--- config.mk ---
export PLATFORM = sky130hd
export DESIGN_NAME = sv39_tlb_entry_cell
export DESIGN_NICKNAME = d
export VERILOG_FILES = /design/src/rtl/sv39_cell_pkg.sv /design/src/rtl/sv39_cell_tag_store.sv /design/src/rtl/sv39_cell_level_cmp.sv /design/src/rtl/sv39_cell_match.sv /design/src/rtl/sv39_tlb_entry_cell.sv
export SDC_FILE = /design/constraint.sdc
export NUM_CORES = 1
export LEC_CHECK = 0
export ABC_AREA = 1
export BUFFER_PORTS_ARGS = -buffer_cell sky130_fd_sc_hd__buf_2
export CAP_MARGIN = 40
export CELL_PAD_IN_SITES_DETAIL_PLACEMENT = 1
export CELL_PAD_IN_SITES_GLOBAL_PLACEMENT = 2
export CORE_ASPECT_RATIO = 1.5
export CORE_MARGIN = 2
export CORE_UTILIZATION = 22
export DETAILED_ROUTE_END_ITERATION = 16
export GPL_TIMING_DRIVEN = 0
export PLACE_DENSITY_LB_ADDON = 0.12
export SLEW_MARGIN = 30
export SYNTH_ARGS = -nofsm -noshare
export SYNTH_HDL_FRONTEND = slang
export SYNTH_SLANG_ARGS = --single-unit
--- constraint.sdc ---
create_clock -name clk -period 2 [get_ports clk]
set_input_delay 0.3 -clock clk [delete_from_list [all_inputs] [get_ports clk]]
set_output_delay 0.3 -clock clk [all_outputs]
set_load 0.01 [all_outputs]
--- src/rtl/sv39_cell_pkg.sv ---
package sv39_cell_pkg;

    localparam int VPN_W     = 9;
    localparam int LEVELS    = 3;
    localparam int PAGE_OFS  = 12;
    localparam int UPD_VPN_W = VPN_W * LEVELS;
    localparam int XLAT_TOP  = PAGE_OFS + UPD_VPN_W;

    typedef logic [VPN_W-1:0] vpn_field_t;
    typedef vpn_field_t [LEVELS-1:0] vpn_set_t;

    typedef struct packed {
        vpn_set_t vpn;
        logic     giga;
        logic     mega;
    } page_tag_t;

    function automatic vpn_set_t split_vaddr(input logic [XLAT_TOP-1:0] va);
        vpn_set_t r;
        for (int l = 0; l < LEVELS; l++) begin
            r[l] = va[PAGE_OFS + l*VPN_W +: VPN_W];
        end
        return r;
    endfunction

    function automatic vpn_set_t split_upd_vpn(input logic [UPD_VPN_W-1:0] v);
        vpn_set_t r;
        for (int l = 0; l < LEVELS; l++) begin
            r[l] = v[l*VPN_W +: VPN_W];
        end
        return r;
    endfunction

endpackage

--- src/rtl/sv39_cell_tag_store.sv ---
module sv39_cell_tag_store
    import sv39_cell_pkg::*;
#(
    parameter int ASID_W = 2,
    parameter int DATA_W = 16
) (
    input  logic              clk,
    input  logic              rst,
    input  logic              flush_i,
    input  logic [ASID_W-1:0] flush_asid_i,
    input  logic              wr_en_i,
    input  page_tag_t         wr_tag_i,
    input  logic [ASID_W-1:0] wr_asid_i,
    input  logic [DATA_W-1:0] wr_data_i,
    output logic              valid_o,
    output page_tag_t         tag_o,
    output logic [ASID_W-1:0] asid_o,
    output logic [DATA_W-1:0] data_o
);

    logic              valid_q;
    page_tag_t         tag_q;
    logic [ASID_W-1:0] asid_q;
    logic [DATA_W-1:0] data_q;
    logic              kill;

    // identifier zero removes everything, otherwise only an exact match
    assign kill = (flush_asid_i == '0) || (flush_asid_i == asid_q);

    always_ff @(posedge clk) begin
        if (rst) begin
            valid_q <= 1'b0;
            tag_q   <= '0;
            asid_q  <= '0;
            data_q  <= '0;
        end else if (flush_i) begin
            if (kill) begin
                valid_q <= 1'b0;
            end
        end else if (wr_en_i) begin
            valid_q <= 1'b1;
            tag_q   <= wr_tag_i;
            asid_q  <= wr_asid_i;
            data_q  <= wr_data_i;
        end
    end

    assign valid_o = valid_q;
    assign tag_o   = tag_q;
    assign asid_o  = asid_q;
    assign data_o  = data_q;

endmodule

--- src/rtl/sv39_cell_level_cmp.sv ---
module sv39_cell_level_cmp
    import sv39_cell_pkg::*;
(
    input  vpn_set_t          stored_i,
    input  vpn_set_t          lookup_i,
    output logic [LEVELS-1:0] eq_o
);

    for (genvar l = 0; l < LEVELS; l++) begin : g_level
        assign eq_o[l] = (stored_i[l] == lookup_i[l]);
    end

endmodule

--- src/rtl/sv39_cell_match.sv ---
module sv39_cell_match
    import sv39_cell_pkg::*;
#(
    parameter int ASID_W = 2
) (
    input  logic              valid_i,
    input  logic [ASID_W-1:0] stored_asid_i,
    input  logic [ASID_W-1:0] lookup_asid_i,
    input  logic [LEVELS-1:0] level_eq_i,
    input  logic              giga_i,
    input  logic              mega_i,
    output logic              hit_o,
    output logic              giga_o,
    output logic              mega_o
);

    logic top_match;
    logic mid_match;

    assign top_match = valid_i && (stored_asid_i == lookup_asid_i) && level_eq_i[2];
    assign mid_match = level_eq_i[1] && (mega_i || level_eq_i[0]);

    always_comb begin
        hit_o  = top_match && (giga_i || mid_match);
        giga_o = hit_o && giga_i;
        mega_o = hit_o && !giga_i && mega_i;
    end

endmodule

--- src/rtl/sv39_tlb_entry_cell.sv ---
module sv39_tlb_entry_cell
    import sv39_cell_pkg::*;
#(
    parameter int ASID_W  = 2,
    parameter int DATA_W  = 16,
    parameter int VADDR_W = 64
) (
    input  logic                 clk,
    input  logic                 rst,
    input  logic                 flush_i,
    input  logic [ASID_W-1:0]    lookup_asid_i,
    input  logic [VADDR_W-1:0]   lookup_vaddr_i,
    input  logic                 upd_valid_i,
    input  logic                 upd_sel_i,
    input  logic [UPD_VPN_W-1:0] upd_vpn_i,
    input  logic [ASID_W-1:0]    upd_asid_i,
    input  logic                 upd_giga_i,
    input  logic                 upd_mega_i,
    input  logic [DATA_W-1:0]    upd_data_i,
    output logic                 hit_o,
    output logic                 giga_o,
    output logic                 mega_o,
    output logic [DATA_W-1:0]    data_o
);

    logic              entry_valid;
    page_tag_t         stored_tag;
    logic [ASID_W-1:0] stored_asid;
    logic [DATA_W-1:0] stored_data;
    page_tag_t         wr_tag;
    vpn_set_t          lookup_vpn;
    logic [LEVELS-1:0] level_eq;
    logic              wr_en;
    logic              unused_addr_bits;

    assign wr_en             = upd_valid_i && upd_sel_i;
    assign wr_tag.vpn        = split_upd_vpn(upd_vpn_i);
    assign wr_tag.giga       = upd_giga_i;
    assign wr_tag.mega       = upd_mega_i;
    assign lookup_vpn        = split_vaddr(lookup_vaddr_i[XLAT_TOP-1:0]);
    assign unused_addr_bits  = ^{lookup_vaddr_i[VADDR_W-1:XLAT_TOP],
                                 lookup_vaddr_i[PAGE_OFS-1:0]};

    sv39_cell_tag_store #(
        .ASID_W (ASID_W),
        .DATA_W (DATA_W)
    ) u_store (
        .clk          (clk),
        .rst          (rst),
        .flush_i      (flush_i),
        .flush_asid_i (lookup_asid_i),
        .wr_en_i      (wr_en),
        .wr_tag_i     (wr_tag),
        .wr_asid_i    (upd_asid_i),
        .wr_data_i    (upd_data_i),
        .valid_o      (entry_valid),
        .tag_o        (stored_tag),
        .asid_o       (stored_asid),
        .data_o       (stored_data)
    );

    sv39_cell_level_cmp u_cmp (
        .stored_i (stored_tag.vpn),
        .lookup_i (lookup_vpn),
        .eq_o     (level_eq)
    );

    sv39_cell_match #(
        .ASID_W (ASID_W)
    ) u_match (
        .valid_i       (entry_valid),
        .stored_asid_i (stored_asid),
        .lookup_asid_i (lookup_asid_i),
        .level_eq_i    (level_eq),
        .giga_i        (stored_tag.giga),
        .mega_i        (stored_tag.mega),
        .hit_o         (hit_o),
        .giga_o        (giga_o),
        .mega_o        (mega_o)
    );

    assign data_o = hit_o ? stored_data : '0;

endmodule

==> results of run 1 <==
-- cells in the mapped netlist, drive strengths merged --
cell,n
nand4,3
buf,7
nor2,39
nand2,77
xnor2,12
xor2,5
a21oi,37
clkinv,1
a211oi,29
or2,2
clkbuf,9
nor3b,1
nand3,5
dfxtp,48
inv,43
-- cell type report --
class                   count  area (um2)  area share [%]
flip-flops and latches     48       973.4           28.67
repair buffers            104       571.8           16.84
plain buffers              16       82.58           2.432
multi-input cells         210        1270           37.40
clock buffers               7       152.6           4.495
well taps                 144       180.2           5.306
inverters                  44       165.2           4.864
-- power groups by stage --
stage,sequential [uW],clock (uW),combinational [uW]
final,1020,898,293
after global routing,1020,974,332
after CTS,1020,941,284
after detailed placement,1040,0,273
after global placement,1040,0,271
after floorplan,1030,0,145
-- state kept, by name, summed over array words and instances (netlist names) --
signal / count
u_store.data_o: 16
u_store.tag_o: 29
u_store.valid_o: 1
u_store.asid_o: 2
-- final timing paths --
check	from	endpoint	slack [ns]	cells after the start
worst max-delay path	u_store.asid_o[0]	data_o[6]	-0.07	9
worst min-delay path	upd_asid_i[1]	u_store.asid_o[1]	0.25	3
worst max register to register	u_store.asid_o[0]	u_store.valid_o	1.10	4
worst min register to register	u_store.tag_o[27]	u_store.tag_o[27]	0.47	2
-- routing by layer --
layer	global-route usage, %	wire [um]	vias to the layer above
met3	4.048	487	5
met2	23.89	3983	65
met5	0	0	-
li1	-	-	1225
met1	14.99	2970	1071
met4	4.072	101	0
-- cells in the final DEF, fill, tap and decap left out, types with 2 or more instances in the layout --
cell / instances
nand2_1: 68
nand3_2: 3
xnor2_2: 5
a21oi_2: 16
clkbuf_1: 9
nand4_1: 2
nor2_2: 2
inv_1: 40
dfxtp_1: 38
inv_2: 3
xor2_1: 5
a211oi_1: 29
buf_2: 99
buf_1: 2
nor2_4: 5
buf_4: 4
xnor2_1: 7
buf_6: 4
dfxtp_2: 10
a21oi_1: 20
nand3_1: 2
nor2_1: 32
clkbuf_8: 2
nand2_4: 2
nand2_2: 7
clkbuf_16: 5
-- kinds of logic (layout without fill, tap and decap cells) --
group	Yosys count	count (layout)
AND/OR/NAND/NOR	127	127
XOR/XNOR	17	17
buffers and inverters	60	171
flip-flops	48	48
AO/OA/AOI/OAI	66	66
-- stage by stage --
| step | TNS [ns] | power [uW] | setup slack, ns |
|---|---|---|---|
| 2_1_floorplan | 0 | 1180 | 0.4472 |
| 5_1_grt | -2.655 | 2330 | -0.1773 |
| 4_1_cts | -1.290 | 2243 | -0.1035 |
| 3_3_place_gp | -0.05607 | 1309 | -0.03020 |
| 6_report | -0.8604 | 2211 | -0.07137 |
| 3_5_place_dp | -0.01557 | 1312 | -0.01551 |
-- worst max-delay path: stages, from the launching register on --
cell,delay [ns]
dfxtp_2,0.34
xnor2_2,0.14
nand2_2,0.10
nor2_4,0.14
nand3_2,0.10
nor2_4,0.14
nand2_4,0.10
buf_8,0.15
a21oi_2,0.12
buf_2,0.14
-- timing repair --
item | in CTS | in global routing
cloned | 1 | 0
gates resized for setup | 17 | 34
endpoints found under the setup margin | 19 | 19
endpoints found under the hold margin | 0 | 0
buffers inserted | 3 | 2
pin swaps | 5 | 18
==> results.toml, run 1 <==
[floorplan]
num_rows = 46
ios = 137
core-area_um2 = 10420
die_area_um2 = 11420
start_util_pct = 22.30
dieHeight_um = 129.9
die-width_um = 87.91

[yosys]
ys_seq_area_share_pct = 41.36
synth_xor_area_share_pct = 6.408
ys_ff_latch = 48
syn_inst = 318
avgSynthCellArea_um2 = 7.307
synth_area_um2 = 2323
synth.area.mux_share_pct = 0
ys_warn_count = 0
synth_area_leaders = "dfxtp_1 (41%), nand2_1 (12%), a211oi_1 (9.4%), inv_1 (6.8%), a21oi_1 (6.0%)"
synth_largest_area_cell = "dfxtp_1"
synth_fa_ha_area_share_pct = 0
synth_compound_area_share_pct = 18.79
syn_nets = 436
synth.distinct_cells = 25
synth_top_family_by_area = "simple AND/OR/NAND/NOR gates"
synth-simple-area-share_pct = 22.94
netlist.area_leader.share_pct = 41.36

[cts]
htree_levels = 2
clock_path_buffers = 2
path_clk_slew_ns = 0.07
cts_tree = "done"
clock_latency_ns = 0.29
clock-sinks = 48
ctsHoldBuffers = 0
cts_root_buf = "clkbuf_16"
cts_buffers = 5

[grt]
grt_pass1_wl_um = 11790
grt_pass1_vias = 2383
antenna_found_initial = 0
grt_usage_pct = 13.35
grt_max_degree = 14
grt.overflow.total = 0

[placement]
gp_congestion = 0.7274
place_area_um2 = 2994
dp.cells = 560
hpwl_um = 5757
portBuffers = 98

[timing]
slew_headroom_pct = 61.30
hold_violations = 0
maxClockFrequency_mhz = 482.8
fin_hold_ws_ns = 0.2464
fin_skew_ns = 0.004631
setup_slack_ns = -0.07137
setup_viol_count_final = 16
tightest_slew_ns = 0.5804
slew_viol_final = 0
rsz0062_at_grt = "yes"
post-route-period-util_pct = 103.6
finalCriticalPeriod_ns = 2.071

[cells_and_area]
post-route-cell-area_um2 = 3396
fillers = 1306
syn_to_final_growth_pct = 46.15
final_util_pct = 32.60
antenna_cells = 0
drive_gt1_share_pct = 40.33
stdcell_count = 573
fin_nets = 547

[power_and_ir_drop]
p_clk_share_pct = 40.6
power_leakage_uw = 0.001475
switching_power_uw = 550.9
powerDensity_nw_per_um2 = 651.0
p_sw_share_pct = 24.92
p_seq_share_pct = 46.1
ir_drop_mv = 0.2904
pwr-share-comb_pct = 13.2
p_int_uw = 1660

[detailed_routing]
avgViaCountPerCell = 4.129
drt-total-wl_um = 7543
drt_iter0_drc = 48
wl_per_cell_um = 13.16
ant_nets = 0
drc_errors = 0
route.vias.total = 2366
first_pass_iters = 4

[worst_setup_path]
critPathKind = "reg -> out"
critPathRequiredTime_ns = 1.70
worstPathArrival_ns = 1.77
critPathMaxFanout = 5
worst_setup_path_end_kind = "output port"
critPathLaunchType = "register"

[worst_hold_path]
hold_class = "in -> reg"

[run]
cap_violations = 0

[status]
status = "complete, but fails checks"
violations = "negative setup slack"
Note: power is estimated with default switching activity, not from simulation.
==> inputs of run 2 (changes only) <==
--- a/config.mk
+++ b/config.mk
@@ -16,4 +16,5 @@
 export DETAILED_ROUTE_END_ITERATION = 16
-export GPL_TIMING_DRIVEN = 0
+export GPL_TIMING_DRIVEN = 1
 export PLACE_DENSITY_LB_ADDON = 0.12
+export SKIP_LAST_GASP = 1
 export SLEW_MARGIN = 30
==> constraint.sdc (replaced) <==
create_clock -name clk -period 2 [get_ports clk]
set_input_delay 0 -clock clk [delete_from_list [all_inputs] [get_ports clk]]
set_output_delay 0 -clock clk [all_outputs]
set_load 0.01 [all_outputs]
==> results.toml, run 2 (synthesis gave the netlist of run 1 again) <==
[timing]
rsz0062_at_grt = "no"
fin_skew_ns = 0.005666
fin_hold_ws_ns = 0.008198
slew_viol_final = 0
finalSetupTns_ns = 0
post-route-period-util_pct = 89.40
setup_viol_count_final = 0
maxClockFrequency_mhz = 559.3
finalCriticalPeriod_ns = 1.788
tightest_slew_ns = 0.5749
hold_violations = 0
slew_headroom_pct = 61.44

[power_and_ir_drop]
ir_drop_mv = 0.2786
power_leakage_uw = 0.001573
power_uw = 2378
powerDensity_nw_per_um2 = 660.7

[floorplan]
ios = 137
core-area_um2 = 10420
num_rows = 46
dieHeight_um = 129.9
start_util_pct = 22.30
die-width_um = 87.91
die_area_um2 = 11420

[placement]
gp_congestion = 0.6668
dp.cells = 549
hpwl_um = 4994
place_area_um2 = 2968
portBuffers = 99

[detailed_routing]
drt_iter0_drc = 63
avgViaCountPerCell = 4.077
top_layer = "met4"
ant_nets = 0
wl_per_cell_um = 11.73
met2_length_um = 3517
wl_met3_um = 367
drc_errors = 0
first_pass_iters = 3
route.vias.total = 2446
drt-total-wl_um = 7036
m1WireLength_um = 3040

[worst_setup_path]
worstPathArrival_ns = 1.79
worstReg2RegEnd = "u_store.valid_o"
rrSetupSlack_ns = 1.11
critPathLaunchType = "register"
critPathKind = "reg -> out"
critPathMaxFanout = 17
worst_r2r_startpoint = "u_store.asid_o[1]"
critPathRequiredTime_ns = 2.00
worst_setup_path_end_kind = "output port"
r2r_cells = 4

[cts]
clock_latency_ns = 0.29
cts_buffers = 5
path_clk_slew_ns = 0.07
cts_root_buf = "clkbuf_16"
clock-sinks = 48
post_cts_buffers = 0
htree_levels = 2
cts_tree = "done"
clock_path_buffers = 2

[grt]
grt_pass1_wl_um = 11500
grt.overflow.total = 0
grt_usage_pct = 12.91
grt_max_degree = 49
grt_pass1_vias = 2529
antenna_found_initial = 0

[worst_hold_path]
holdPathEnd = "u_store.tag_o[22]"
hold_depth = 3
hold_class = "in -> reg"
worstHoldStart = "upd_vpn_i[20]"

[cells_and_area]
largest_reg_flops = 29
stdcell_count = 600
drive_gt1_share_pct = 28.51
final_common_cell = "buf_2"
multiInputGateArea_um2 = 1142
layout_common_cells = "buf_2 (99), nand2_1 (76), dfxtp_1 (48)"
fillers = 1295
regArea_um2 = 960.9
fin_nets = 573
post-route-cell-area_um2 = 3600
syn_to_final_growth_pct = 54.93
antenna_cells = 0

[run]
cap_violations = 0

[status]
status = "completed"
[run 2: cell types whose count changed in the layout (fill, tap and decap cells not counted), moves of 7 or more]
cell           delta
a21oi_1           +8
a21oi_2           -7
clkbuf_1          -9
dfxtp_1          +10
dfxtp_2          -10
dlygate4sd3_1    +43
nand2_1           +8
nand2_2           -7
[run 2: cell type report]
cell class	count	share of cell area, %
Sequential cell	48	26.69
Timing Repair Buffer	146	26.90
Multi-Input combinational cell	210	31.73
Clock inverter	1	0.8342
Clock buffer	7	4.241
Tap cell	144	5.005
Inverter	44	4.588
[run 2: report_power, final]
| group | leakage, uW | switching, uW | internal [uW] |
|---|---|---|---|
| clock network | 0.0000901 | 371 | 659 |
| registers | 0.000392 | 18.1 | 999 |
| logic | 0.00109 | 152 | 179 |
[run 2: metal layers]
layer / vias up / global-route usage (%)
met5: - / 0
met4: 0 / 4.615
met3: 7 / 2.846
met2: 61 / 23.26
met1: 1095 / 14.73
li1: 1283 / -
[run 2: worst max-delay path: stages (launching register included)]
cell and delay [ns]:
dfxtp_1 0.32, xnor2_1 0.19, nand2_1 0.12, nor2_4 0.16
nand3_2 0.10, nor2_4 0.15, nand2_8 0.14, a21oi_1 0.16
buf_2 0.15
[run 2: repair_timing]
action	CTS	global route
endpoints found under the hold margin	43	0
resized for setup	0	3
hold buffers	43	0
endpoints found under the setup margin	0	6
[run 2: worst max-delay path by stage]
stage,startpoint,end,cells past startpoint
detailed placement,flush_i,u_store.asid_o[0],6
finish,u_store.tag_o[28],data_o[15],8
global route,u_store.tag_o[25],data_o[15],8
floorplan,u_store.asid_o[1],data_o[10],6
CTS,u_store.tag_o[28],data_o[15],8
global placement,u_store.tag_o[28],data_o[2],8
[run 2: stage by stage]
| step | utilization, % | setup WS (ns) |
|---|---|---|
| 2_1_floorplan | - | 0.7472 |
| 3_3_place_gp | 28.49 | 0.4579 |
| 3_5_place_dp | 28.49 | 0.4576 |
| 4_1_cts | 34.37 | 0.1307 |
| 5_1_grt | 34.55 | 0.02059 |
| 6_report | 34.55 | 0.2121 |
==> inputs of run 3 (changes only) <==
- BUFFER_PORTS_ARGS: -buffer_cell sky130_fd_sc_hd__buf_2 -> unset
- CORE_UTILIZATION: 22 -> 31
- DONT_BUFFER_PORTS: unset -> 1
==> results.toml, run 3 (synthesis gave the netlist of run 1 again) <==
[power_and_ir_drop]
p_int_uw = 1622
p_seq_share_pct = 48.6
p_sw_share_pct = 22.42
ir_drop_mv = 0.2828
power_leakage_uw = 0.001160
powerDensity_nw_per_um2 = 688.8
pwr-share-comb_pct = 12.2
switching_power_uw = 468.7
power_uw = 2091
p_clk_share_pct = 39.2

[worst_setup_path]
path_cells = "dlygate4sd3_1 -> inv_1 -> nand3_2 -> buf_4 -> nand2_1 -> a21oi_1 -> dlygate4sd3_1"
cp_common_cell = "dlygate4sd3_1"
critPathMaxFanout = 76
worstReg2RegEnd = "u_store.tag_o[2]"
worstPathArrival_ns = 2.10
crit_family = "buffers and inverters"
critPathKind = "in -> reg"
crit_buf_inv = 4
cp_slowest_cell = "buf_4"
worst_r2r_startpoint = "u_store.tag_o[2]"
critPathLaunchType = "input port"
critPathRequiredTime_ns = 2.25
slowest_delay_ns = 0.61
worst_setup_path_end_kind = "register"
rrSetupSlack_ns = 0.83
r2r_cells = 3

[grt]
antenna_found_initial = 0
grt_pass1_vias = 2137
grt_usage_pct = 15.90
top_usage_layer = "met2"
grt.overflow.total = 0
gr-usage-met2_pct = 29.20
met1_usage_pct = 17.37
grt_max_degree = 77
grt_pass1_wl_um = 9887
use_met3_pct = 4.000

[placement]
hpwl_um = 4109
pre_cts_slack_ns = 0.4896
portBuffers = 0
place_area_um2 = 2390
gp_congestion = 0.6720

[worst_hold_path]
hold_depth = 2
worstHoldStart = "rst"
hold_class = "in -> reg"
holdPathEnd = "u_store.tag_o[28]"

[cells_and_area]
drive_gt1_share_pct = 9.167
final_util_pct = 41.73
final_common_cell = "nand2_1"
syn_to_final_growth_pct = 30.64
largest_reg_flops = 29
antenna_cells = 0
layout_common_cells = "nand2_1 (76), dlygate4sd3_1 (48), dfxtp_1 (48)"
fin_nets = 478
post-route-cell-area_um2 = 3035

[timing]
maxClockFrequency_mhz = 541.2
finalCriticalPeriod_ns = 1.848
slew_headroom_pct = 49.98
post-route-period-util_pct = 92.39
tightest_slew_ns = 0.7503
slew_viol_final = 0
setup_viol_count_final = 0
fin_skew_ns = 0.0003386
finalSetupTns_ns = 0
rsz0062_at_grt = "yes"
setup_slack_ns = 0.1522
hold_violations = 0

[detailed_routing]
drc_errors = 0
wl_per_cell_um = 13.83
drt-total-wl_um = 6360
ant_nets = 0
avgViaCountPerCell = 4.593
drt_iter0_drc = 32
route.vias.total = 2113
first_pass_iters = 4

[floorplan]
core-area_um2 = 7274
num_rows = 38
die_area_um2 = 8218
start_util_pct = 31.94
ios = 137
dieHeight_um = 110.0
die-width_um = 74.69

[cts]
clock_latency_ns = 0.30
path_clk_slew_ns = 0.09
clock_path_buffers = 2
post_cts_buffers = 0
clock-sinks = 48
cts_tree = "done"
cts_root_buf = "clkbuf_8"
htree_levels = 2
cts_buffers = 5

[status]
status = "completed"

[run]
cap_violations = 0
## run 3: cell type report
type | instances | area (um2)
sequential | 48 | 960.9
inverter | 44 | 165.2
tap | 100 | 125.1
fill | 914 | 4239
multi-input combinational | 210 | 1140
timing repair buffer | 51 | 515.5
clock inverter | 2 | 60.06
clock buffer | 5 | 68.82
## run 3: how the worst max path moves through the flow
stage / startpoint / endpoint / slack [ns] / cells after the start
global route: u_store.tag_o[18] / data_o[4] / -0.02 / 7
CTS: u_store.tag_o[3] / data_o[15] / 0.13 / 7
detailed placement: u_store.tag_o[3] / data_o[15] / 0.49 / 7
finish: flush_i / u_store.tag_o[2] / 0.15 / 7
floorplan: u_store.asid_o[1] / data_o[10] / 0.75 / 6
global placement: u_store.tag_o[2] / data_o[15] / 0.50 / 7
## run 3: power by group through the flow
stage | registers, uW | clock network [uW] | logic [uW]
floorplan | 1030 | 0 | 145
global placement | 1040 | 0 | 156
detailed placement | 1040 | 0 | 161
CTS | 1020 | 865 | 259
global route | 1020 | 892 | 290
finish | 1020 | 820 | 255
## run 3: per-stage QoR
step / cells / hold slack, ns
floorplan: 318 / 0.1446
global placement: 404 / 0.07839
detailed placement: 404 / 0.08066
CTS: 460 / 0.02306
global route: 460 / 0.02015
finish: 460 / 0.02773
## run 3: timing repair
item,CTS,global route
hold buffers,49,0
endpoints found under the setup margin,0,8
gates resized for setup,0,4
hold endpoints to repair,48,0
## run 3: per-layer routing
layer  share of wire, %  up-vias
met2                 52       63
met5                  0        -
met4                1.4        0
li1                   -     1091
met3                5.2        7
met1                 42      952
